### src/rtl/pb_irq_pkg.sv
package pb_irq_pkg;
  // Flag positions on the clear port and in the flag vector
  localparam int unsigned FLAG_PRESS   = 0;
  localparam int unsigned FLAG_RELEASE = 1;
  localparam int unsigned NUM_FLAGS    = 2;

  // Idle level of the pin (external pull-up, button open)
  localparam logic LEVEL_RELEASED = 1'b1;
endpackage

### src/rtl/pb_deglitch.sv
module pb_deglitch
  import pb_irq_pkg::*;
#(
  parameter int unsigned DEGL_TICKS = 16,
  localparam int unsigned CNT_W     = $clog2(DEGL_TICKS + 1)
) (
  input  logic clk_i,
  input  logic rst_ni,
  input  logic enable_i,
  input  logic raw_i,
  input  logic tick_i,
  output logic level_o,
  output logic fall_o,
  output logic rise_o
);

  localparam logic [CNT_W-1:0] CNT_LAST = CNT_W'(DEGL_TICKS - 1);

  logic [CNT_W-1:0] cnt_q, cnt_d;
  logic             lvl_q, lvl_d;
  logic             differ;
  logic             expire;

  assign differ = (raw_i != lvl_q);
  assign expire = enable_i && differ && tick_i && (cnt_q == CNT_LAST);

  always_comb begin
    cnt_d = cnt_q;
    lvl_d = lvl_q;
    if (!enable_i) begin
      cnt_d = '0;
      lvl_d = LEVEL_RELEASED;
    end else if (!differ) begin
      cnt_d = '0;
    end else if (tick_i) begin
      if (cnt_q == CNT_LAST) begin
        cnt_d = '0;
        lvl_d = raw_i;
      end else begin
        cnt_d = cnt_q + CNT_W'(1);
      end
    end
  end

  always_ff @(posedge clk_i or negedge rst_ni) begin
    if (!rst_ni) begin
      cnt_q <= '0;
      lvl_q <= LEVEL_RELEASED;
    end else begin
      cnt_q <= cnt_d;
      lvl_q <= lvl_d;
    end
  end

  assign level_o = lvl_q;
  assign fall_o  = expire &&  lvl_q;
  assign rise_o  = expire && !lvl_q;

endmodule

### src/rtl/pb_sticky_flags.sv
module pb_sticky_flags #(
  parameter int unsigned N = 2
) (
  input  logic         clk_i,
  input  logic         rst_ni,
  input  logic [N-1:0] set_i,
  input  logic         clr_we_i,
  input  logic [N-1:0] clr_bits_i,
  output logic [N-1:0] flag_o
);

  for (genvar g = 0; g < N; g++) begin : g_flag
    logic flag_q, flag_d;

    // set wins over a simultaneous clear
    always_comb begin
      flag_d = flag_q;
      if (clr_we_i && clr_bits_i[g]) flag_d = 1'b0;
      if (set_i[g])                  flag_d = 1'b1;
    end

    always_ff @(posedge clk_i or negedge rst_ni) begin
      if (!rst_ni) flag_q <= 1'b0;
      else         flag_q <= flag_d;
    end

    assign flag_o[g] = flag_q;
  end

endmodule

### src/rtl/pb_irq_top.sv
module pb_irq_top
  import pb_irq_pkg::*;
#(
  parameter int unsigned DEGL_TICKS = 16
) (
  input  logic       clk_i,
  input  logic       rst_ni,
  input  logic       pin_sync_i,
  input  logic       pb_mode_i,
  input  logic       irq_mask_i,
  input  logic       tick_i,
  input  logic       clr_we_i,
  input  logic [1:0] clr_data_i,
  output logic       press_flag_o,
  output logic       release_flag_o,
  output logic       live_level_o,
  output logic       irq_no
);

  // Reset: asserted asynchronously, released on a clock edge
  logic [1:0] rst_sync_q;
  logic       rst_int_n;

  always_ff @(posedge clk_i or negedge rst_ni) begin
    if (!rst_ni) rst_sync_q <= 2'b00;
    else         rst_sync_q <= {rst_sync_q[0], 1'b1};
  end
  assign rst_int_n = rst_sync_q[1];

  logic                 level;
  logic                 fall_evt;
  logic                 rise_evt;
  logic [NUM_FLAGS-1:0] set_vec;
  logic [NUM_FLAGS-1:0] flags;

  pb_deglitch #(
    .DEGL_TICKS (DEGL_TICKS)
  ) u_degl (
    .clk_i    (clk_i),
    .rst_ni   (rst_int_n),
    .enable_i (pb_mode_i),
    .raw_i    (pin_sync_i),
    .tick_i   (tick_i),
    .level_o  (level),
    .fall_o   (fall_evt),
    .rise_o   (rise_evt)
  );

  always_comb begin
    set_vec               = '0;
    set_vec[FLAG_PRESS]   = fall_evt;
    set_vec[FLAG_RELEASE] = rise_evt;
  end

  pb_sticky_flags #(
    .N (NUM_FLAGS)
  ) u_flags (
    .clk_i      (clk_i),
    .rst_ni     (rst_int_n),
    .set_i      (set_vec),
    .clr_we_i   (clr_we_i),
    .clr_bits_i (clr_data_i),
    .flag_o     (flags)
  );

  assign press_flag_o   = flags[FLAG_PRESS];
  assign release_flag_o = flags[FLAG_RELEASE];
  assign live_level_o   = pb_mode_i & level;
  assign irq_no         = ~(|(flags & {NUM_FLAGS{~irq_mask_i}}));

endmodule

### config.mk
export PLATFORM = sky130hd
export DESIGN_NAME = pb_irq_top
export DESIGN_NICKNAME = d
export VERILOG_FILES = /design/src/rtl/pb_irq_pkg.sv /design/src/rtl/pb_deglitch.sv /design/src/rtl/pb_sticky_flags.sv /design/src/rtl/pb_irq_top.sv
export SDC_FILE = /design/constraint.sdc
export NUM_CORES = 1
export LEC_CHECK = 0
export CAP_MARGIN = 20
export CORE_AREA = 2 2 39 41
export DETAILED_ROUTE_END_ITERATION = 6
export DIE_AREA = 0 0 41 43
export PLACE_DENSITY = 0.61
export SKIP_CTS_REPAIR_TIMING = 1
export SLEW_MARGIN = 10
export SYNTH_ARGS = -nofsm -noshare
export SYNTH_HDL_FRONTEND = slang
export SYNTH_SLANG_ARGS = --single-unit
### constraint.sdc
create_clock -name clk_i -period 2.2 [get_ports clk_i]
set_input_delay 0.55 -clock clk_i [delete_from_list [all_inputs] [get_ports clk_i]]
set_output_delay 0.55 -clock clk_i [all_outputs]
set_load 0.02 [all_outputs]
# After elaboration in Yosys (flattened, before gate mapping)
# Index checks and enable logic that the tools add are counted.
dict set report totals {
  wordCells 40
  register_bits 10
  ram_bits 0
  rom_bits 0
  n_memories 0
  latchBits 0
  in_bits 9
  output_inout_bits 4
}
dict set report classes {
  order_cmp 0
  add_sub_neg 1
  eq_ne 6
  n_reduce_logical 12
  multipliers 0
  muxes 12
  bitwise_logic 4
  div_mod_pow 0
  shifts 0
}
# op count
set ops {}
lappend ops {{$mux W5} 4}
lappend ops {{$mux W1} 8}
lappend ops {{$logic_and A1 B1 Y1} 7}
lappend ops {{$ne A2 B1 Y1 const B} 3}
lappend ops {{$add A5 B1 Y5 const B} 1}
lappend ops {{$eq A5 B4 Y1 const B} 1}
lappend ops {{$reduce_bool A2 Y1} 2}
lappend ops {{$ne A3 B3 Y1 const B} 1}
lappend ops {{$reduce_and A3 Y1} 1}
lappend ops {{$and A2 B2 Y2} 1}
lappend ops {{$not A1 Y1} 2}
lappend ops {{$reduce_or A2 Y1} 1}
lappend ops {{$and A1 B1 Y1} 1}
lappend ops {{$logic_not A1 Y1} 1}
lappend ops {{$ne A1 B1 Y1} 1}

# Logic depth before layout (Yosys ltp)
# Gate-level depths: netlist of run 1.
dict set report logic_depth {
  depth_word 6
  ltp_mapped 4
  mapped_depth_nobuf 4
}

# By module
# A second synthesis of run 1 with hierarchy kept.
dict set report hier_totals {
  cells_unflattened 46
  area_unflattened_um2 476.7
}
# mod area_each_um2 seq_area_each_um2 cells_per_inst n_inst
set by_module_without_submodules {}
lappend by_module_without_submodules {pb_deglitch 321.6 151.4 33 1}
lappend by_module_without_submodules {pb_sticky_flags 87.6 50.0 8 1}
lappend by_module_without_submodules {pb_irq_top 67.6 50.0 5 1}

# Worst setup path after synthesis of run 1
# No wires, ideal clock.
dict set report synth_path {
  path_type {reg2out}
  startpoint {reg u_flags.g_flag[0].flag_q}
  endpoint {out irq_no}
  slack_ps 819
  required_ps 1650
  arrival_ps 831
  path_buffers 0
  path_stages_with_launch 2
  path_cell_list {dfrtp_1 -> o21bai_1}
}
dict set report synth_via {
  elab_chain_cells 3
}
# element line
set synth_lines {}
lappend synth_lines {{start: declaration} pb_sticky_flags.sv:13} ;# logic flag_q, flag_d;
lappend synth_lines {{start signal: assignment} pb_sticky_flags.sv:24} ;# else flag_q <= flag_d;
lappend synth_lines {{$and A2 B2 Y2} pb_irq_top.sv:69} ;# assign irq_no = ~(|(flags & {NUM_FLAGS{~irq_mask_i}}));
lappend synth_lines {{$reduce_or A2 Y1} pb_irq_top.sv:69}
lappend synth_lines {{$not A1 Y1} pb_irq_top.sv:69}
lappend synth_lines {{end: declaration} pb_irq_top.sv:17} ;# output logic irq_no
# No other way between the ends.

# Worst setup path in the final report of run 1
dict set report layout_path {
  startpoint {in pb_mode_i}
  endpoint {out live_level_o}
}
dict set report layout_via {
  elab_chain_cells 1
}
# element line
set layout_lines {}
lappend layout_lines {{start: declaration} pb_irq_top.sv:9} ;# input logic pb_mode_i,
lappend layout_lines {{$and A1 B1 Y1} pb_irq_top.sv:68} ;# assign live_level_o = pb_mode_i & level;
lappend layout_lines {{end: declaration} pb_irq_top.sv:16} ;# output logic live_level_o,
# No other way between the ends.

==> out/summary.md, run 1 <==
The run finished with clean final reports. The die span in x is 41 µm. The area of the core came out at 1380 µm².

Of all flip-flops after synthesis, the portion carrying an async set or reset was 100%. Counting cells, the worst reg-to-reg path comes to 4. The finished layout holds 73 standard cells, fillers aside.

The power density over cell area works out to 580 nW/µm². The final worst hold slack was 129 ps; the switching part of the total power was 20.1%. Clock-pin slew was measured on the worst setup and hold paths at 60 ps. The period utilization was 86.9%; the number of H-tree levels was 1.

The via count of the first global-routing pass was 343; the count of mapped cells out of synthesis was 41. sky130_fd_sc_hd__dfrtp_1 is the most common cell in the netlist. The area growth from synthesis to layout is 37.8%. The global-route usage over all layers was 12.0%; the height of the chip was 43 µm. Across all setup checks in the final design, the least slack found is 288 ps.

The aggregate global routing overflow is 0, and the full die area is 1760 µm². The design draws 384 µW. The startpoint identified for the worst register-to-register timing path is u_degl.cnt_q[0].

For the number of maximum-capacitance violations, the log shows 0. The number of antenna diodes in the final layout is 0. After floorplanning, the core was divided into 14 placement rows.

The tools report the count of routing violations after the opening detailed-route iteration as 3. The final routed wirelength across all metal layers is 824 µm, and the number of detailed-routing iterations run before antenna repair is 2. In this run the critical register-to-register path is captured at u_flags.g_flag[1].flag_q. The logs give 307 µW for the cell internal power dissipation and 480 µm² for the total standard cell area after synthesis. The average instance in the mapped netlist occupies 11.7 µm².

Setup repair after global routing left no endpoint under its margin. Summing over every cut layer, the via total after detailed routing is 354. The worst clock skew on the final layout is 1.46 ps. The run gives 42.0% as the share of total power in the clock network. Yosys mapped the design onto 24 distinct sky130hd cell types.

The largest vdd supply drop is 0.315 mV. The time the final worst path needs with I/O delays and setup works out to 1910 ps. In this run the power spent charging and discharging nets is 77.1 µW.

The area share of the leading cell type in the synthesized netlist is 46.9%. The initial utilization of the core area, before any placement, comes to 34.7%. The CTS buffer count was 3. The net count of the finished layout came out at 68.

By area the synthesized netlist is led by sky130_fd_sc_hd__dfrtp_1 (47%), sky130_fd_sc_hd__dfstp_2 (5.5%), sky130_fd_sc_hd__a32o_2 (4.7%), sky130_fd_sc_hd__mux2i_1 (4.2%), sky130_fd_sc_hd__nand2_1 (3.9%). Of the cells placed in the final design, the portion with a size suffix greater than 1 is 22.8%. The type of the most critical hold path was reg2async.

The kind of end point of the critical path is an output pin. The number of storage elements in the synthesis netlist came out at 10. The logs give 69 for the count of placed standard cells including taps and -95.3 ps for the worst slack at placement. The number of clock sinks seen by CTS was 10.

TritonCTS built the clock tree. In the synthesized netlist the dominant register cell turns out to be sky130_fd_sc_hd__dfrtp_1. The critical path in this run is classified as in2out.

In the synthesized netlist, the cells that appear most often are sky130_fd_sc_hd__dfrtp_1 (9), sky130_fd_sc_hd__nand2_1 (5), sky130_fd_sc_hd__nor2_1 (3). Setup violations remaining at the end of the flow were counted as 0. After legalization and detailed placement, the total HPWL measured 638 µm.

The wire length per cell is 11.3 µm. Final hold violation count: 0. Entering global routing, the biggest net connects 9 pins. For the worst setup path, the data arrival time is 1360 ps.

The run gives 0 as the number of antenna violations at the first check in global routing. The tree is rooted in a sky130_fd_sc_hd__clkbuf_4. The tools report the number of nets with antenna violations after detailed routing as 0. Along the worst path, the maximum fanout reaches 2. The top cell type by total area after synthesis was sky130_fd_sc_hd__dfrtp_1. The data required time at the worst endpoint was 1650 ps; the latest clock arrival within the worst-skew pair was 260 ps. The worst setup path is launched from a primary input.

The logs give 2 for the number of buffers on the longest clock path and 134 for the total of fill cells in the finished design. The total nets after synthesis was 51; the sequential element share of the synthesized area was 52.3%. For this run, design rule violations remaining after detail routing come to 0.

Counting flops with a built-in enable in the synthesized netlist gives 0. The logs give 523 MHz for the highest achievable clock rate and 0.736 for the final weighted congestion of routability-driven global placement. The fraction of power consumed by combinational cells is 8.2%, and the number of input and output port buffers inserted is 12. The logs give 0 for the max-slew violation count and 1350 µm for the wire length of the first global-routing pass.

The tools report the top-level port count as 13. The tools report the portion of total power attributed to sequential cells as 49.8%. The number of warnings printed during yosys synthesis was 0; the average via count per standard cell was 4.85. The tools report the slack of the worst reg-to-reg path as 970 ps. The tools report the cell leakage power as 0.000307 µW.
[cell families (layout without fill, tap and decap cells)]
kind of cell | count (synthesis) | after routing | synth area share [%]
other cells | 1 | 1 | 0.781
buf+inv | 1 | 17 | 1.56
compound gates | 6 | 6 | 12.2
simple gates | 18 | 18 | 22.7
fa+ha+maj | 1 | 1 | 2.60
flops | 10 | 10 | 52.3
mux | 2 | 2 | 4.17
xor+xnor | 2 | 2 | 3.65
[cells in the final DEF, fill, tap and decap left out]
cell and instances:
sky130_fd_sc_hd__a21oi_1 1, sky130_fd_sc_hd__a311oi_2 1, sky130_fd_sc_hd__a32o_2 2, sky130_fd_sc_hd__a41oi_1 1, sky130_fd_sc_hd__and2_2 1, sky130_fd_sc_hd__and2b_1 1
sky130_fd_sc_hd__buf_4 1, sky130_fd_sc_hd__clkbuf_4 3, sky130_fd_sc_hd__clkbuf_8 1, sky130_fd_sc_hd__clkdlybuf4s50_1 10, sky130_fd_sc_hd__conb_1 1, sky130_fd_sc_hd__dfrtp_1 9
sky130_fd_sc_hd__dfstp_2 1, sky130_fd_sc_hd__dlymetal6s2s_1 2, sky130_fd_sc_hd__ha_1 1, sky130_fd_sc_hd__mux2i_1 2, sky130_fd_sc_hd__nand2_1 5, sky130_fd_sc_hd__nand2_2 1
sky130_fd_sc_hd__nand2b_1 1, sky130_fd_sc_hd__nand3_1 1, sky130_fd_sc_hd__nand3b_1 1, sky130_fd_sc_hd__nand4_2 1, sky130_fd_sc_hd__nand4b_1 1, sky130_fd_sc_hd__nor2_1 3
sky130_fd_sc_hd__nor2_4 1, sky130_fd_sc_hd__nor2b_1 1, sky130_fd_sc_hd__o21bai_1 1, sky130_fd_sc_hd__xor2_1 2
[sequential cells by signal, indices dropped and copies added (netlist names)]
signal and count:
u_flags.g_flag.flag_q 2, u_degl.level_o 1, rst_sync_q 2, u_degl.cnt_q 5
[worst max-delay path by stage]
stage	from	end	slack (ps)	depth (start not counted)
final	pb_mode_i	live_level_o	290	3
after global routing	pb_mode_i	live_level_o	230	3
after CTS	pb_mode_i	live_level_o	-100	3
after detailed placement	pb_mode_i	live_level_o	-100	3
after global placement	pb_mode_i	live_level_o	-90	3
after floorplan	u_flags.g_flag[0].flag_q	irq_no	820	1
[layout make-up]
| type | count | area [µm²] | share of cell area [%] |
|---|---|---|---|
| Clock buffer | 4 | 36.3 | 5.48 |
| Multi-Input combinational cell | 30 | 221 | 33.5 |
| Sequential cell | 10 | 251 | 38.0 |
| Timing Repair Buffer | 13 | 133 | 20.0 |
| Tap cell | 16 | 20.0 | 3.02 |
[metal layers]
layer / share of wire [%] / track usage, % / up-vias
met5: 0 / 0 / -
met4: 2.8 / 10.0 / 0
met3: 3.4 / 3.14 / 4
met2: 45 / 17.5 / 6
met1: 48 / 13.6 / 165
li1: - / - / 179
[worst max-delay path, cell delays in order]
cell	delay, ps
sky130_fd_sc_hd__clkdlybuf4s50_1	470
sky130_fd_sc_hd__and2_2	130
sky130_fd_sc_hd__dlymetal6s2s_1	210
[through the flow]
step	setup TNS, ps	cell area [µm²]	utilization, %
global route	0	662	47.8
floorplan	0	480	-
global placement	-137	621	44.8
CTS	-176	657	47.5
detailed placement	-171	621	44.8
finish	0	662	47.8
[power groups by stage]
stage | Combinational [µW] | Sequential, µW | Clock [µW]
after floorplan | 12.6 | 194 | 0
after global placement | 31.8 | 195 | 0
after detailed placement | 32.1 | 195 | 0
after CTS | 32.2 | 191 | 170
after global routing | 34.6 | 192 | 181
final | 31.5 | 191 | 161
(Power assumes the default switching activity.)
==> run 2, diff against run 1 <==
--- a/config.mk
+++ b/config.mk
@@ -7,6 +7,7 @@
 export LEC_CHECK = 0
 export CAP_MARGIN = 20
 export CORE_AREA = 2 2 39 41
+export CTS_BUF_LIST = sky130_fd_sc_hd__clkbuf_4 sky130_fd_sc_hd__clkbuf_8 sky130_fd_sc_hd__clkbuf_16
 export DETAILED_ROUTE_END_ITERATION = 6
 export DIE_AREA = 0 0 41 43
 export PLACE_DENSITY = 0.61
==> results of run 2 <==
Final layout, timing and power as in run 1 (identical DEF).
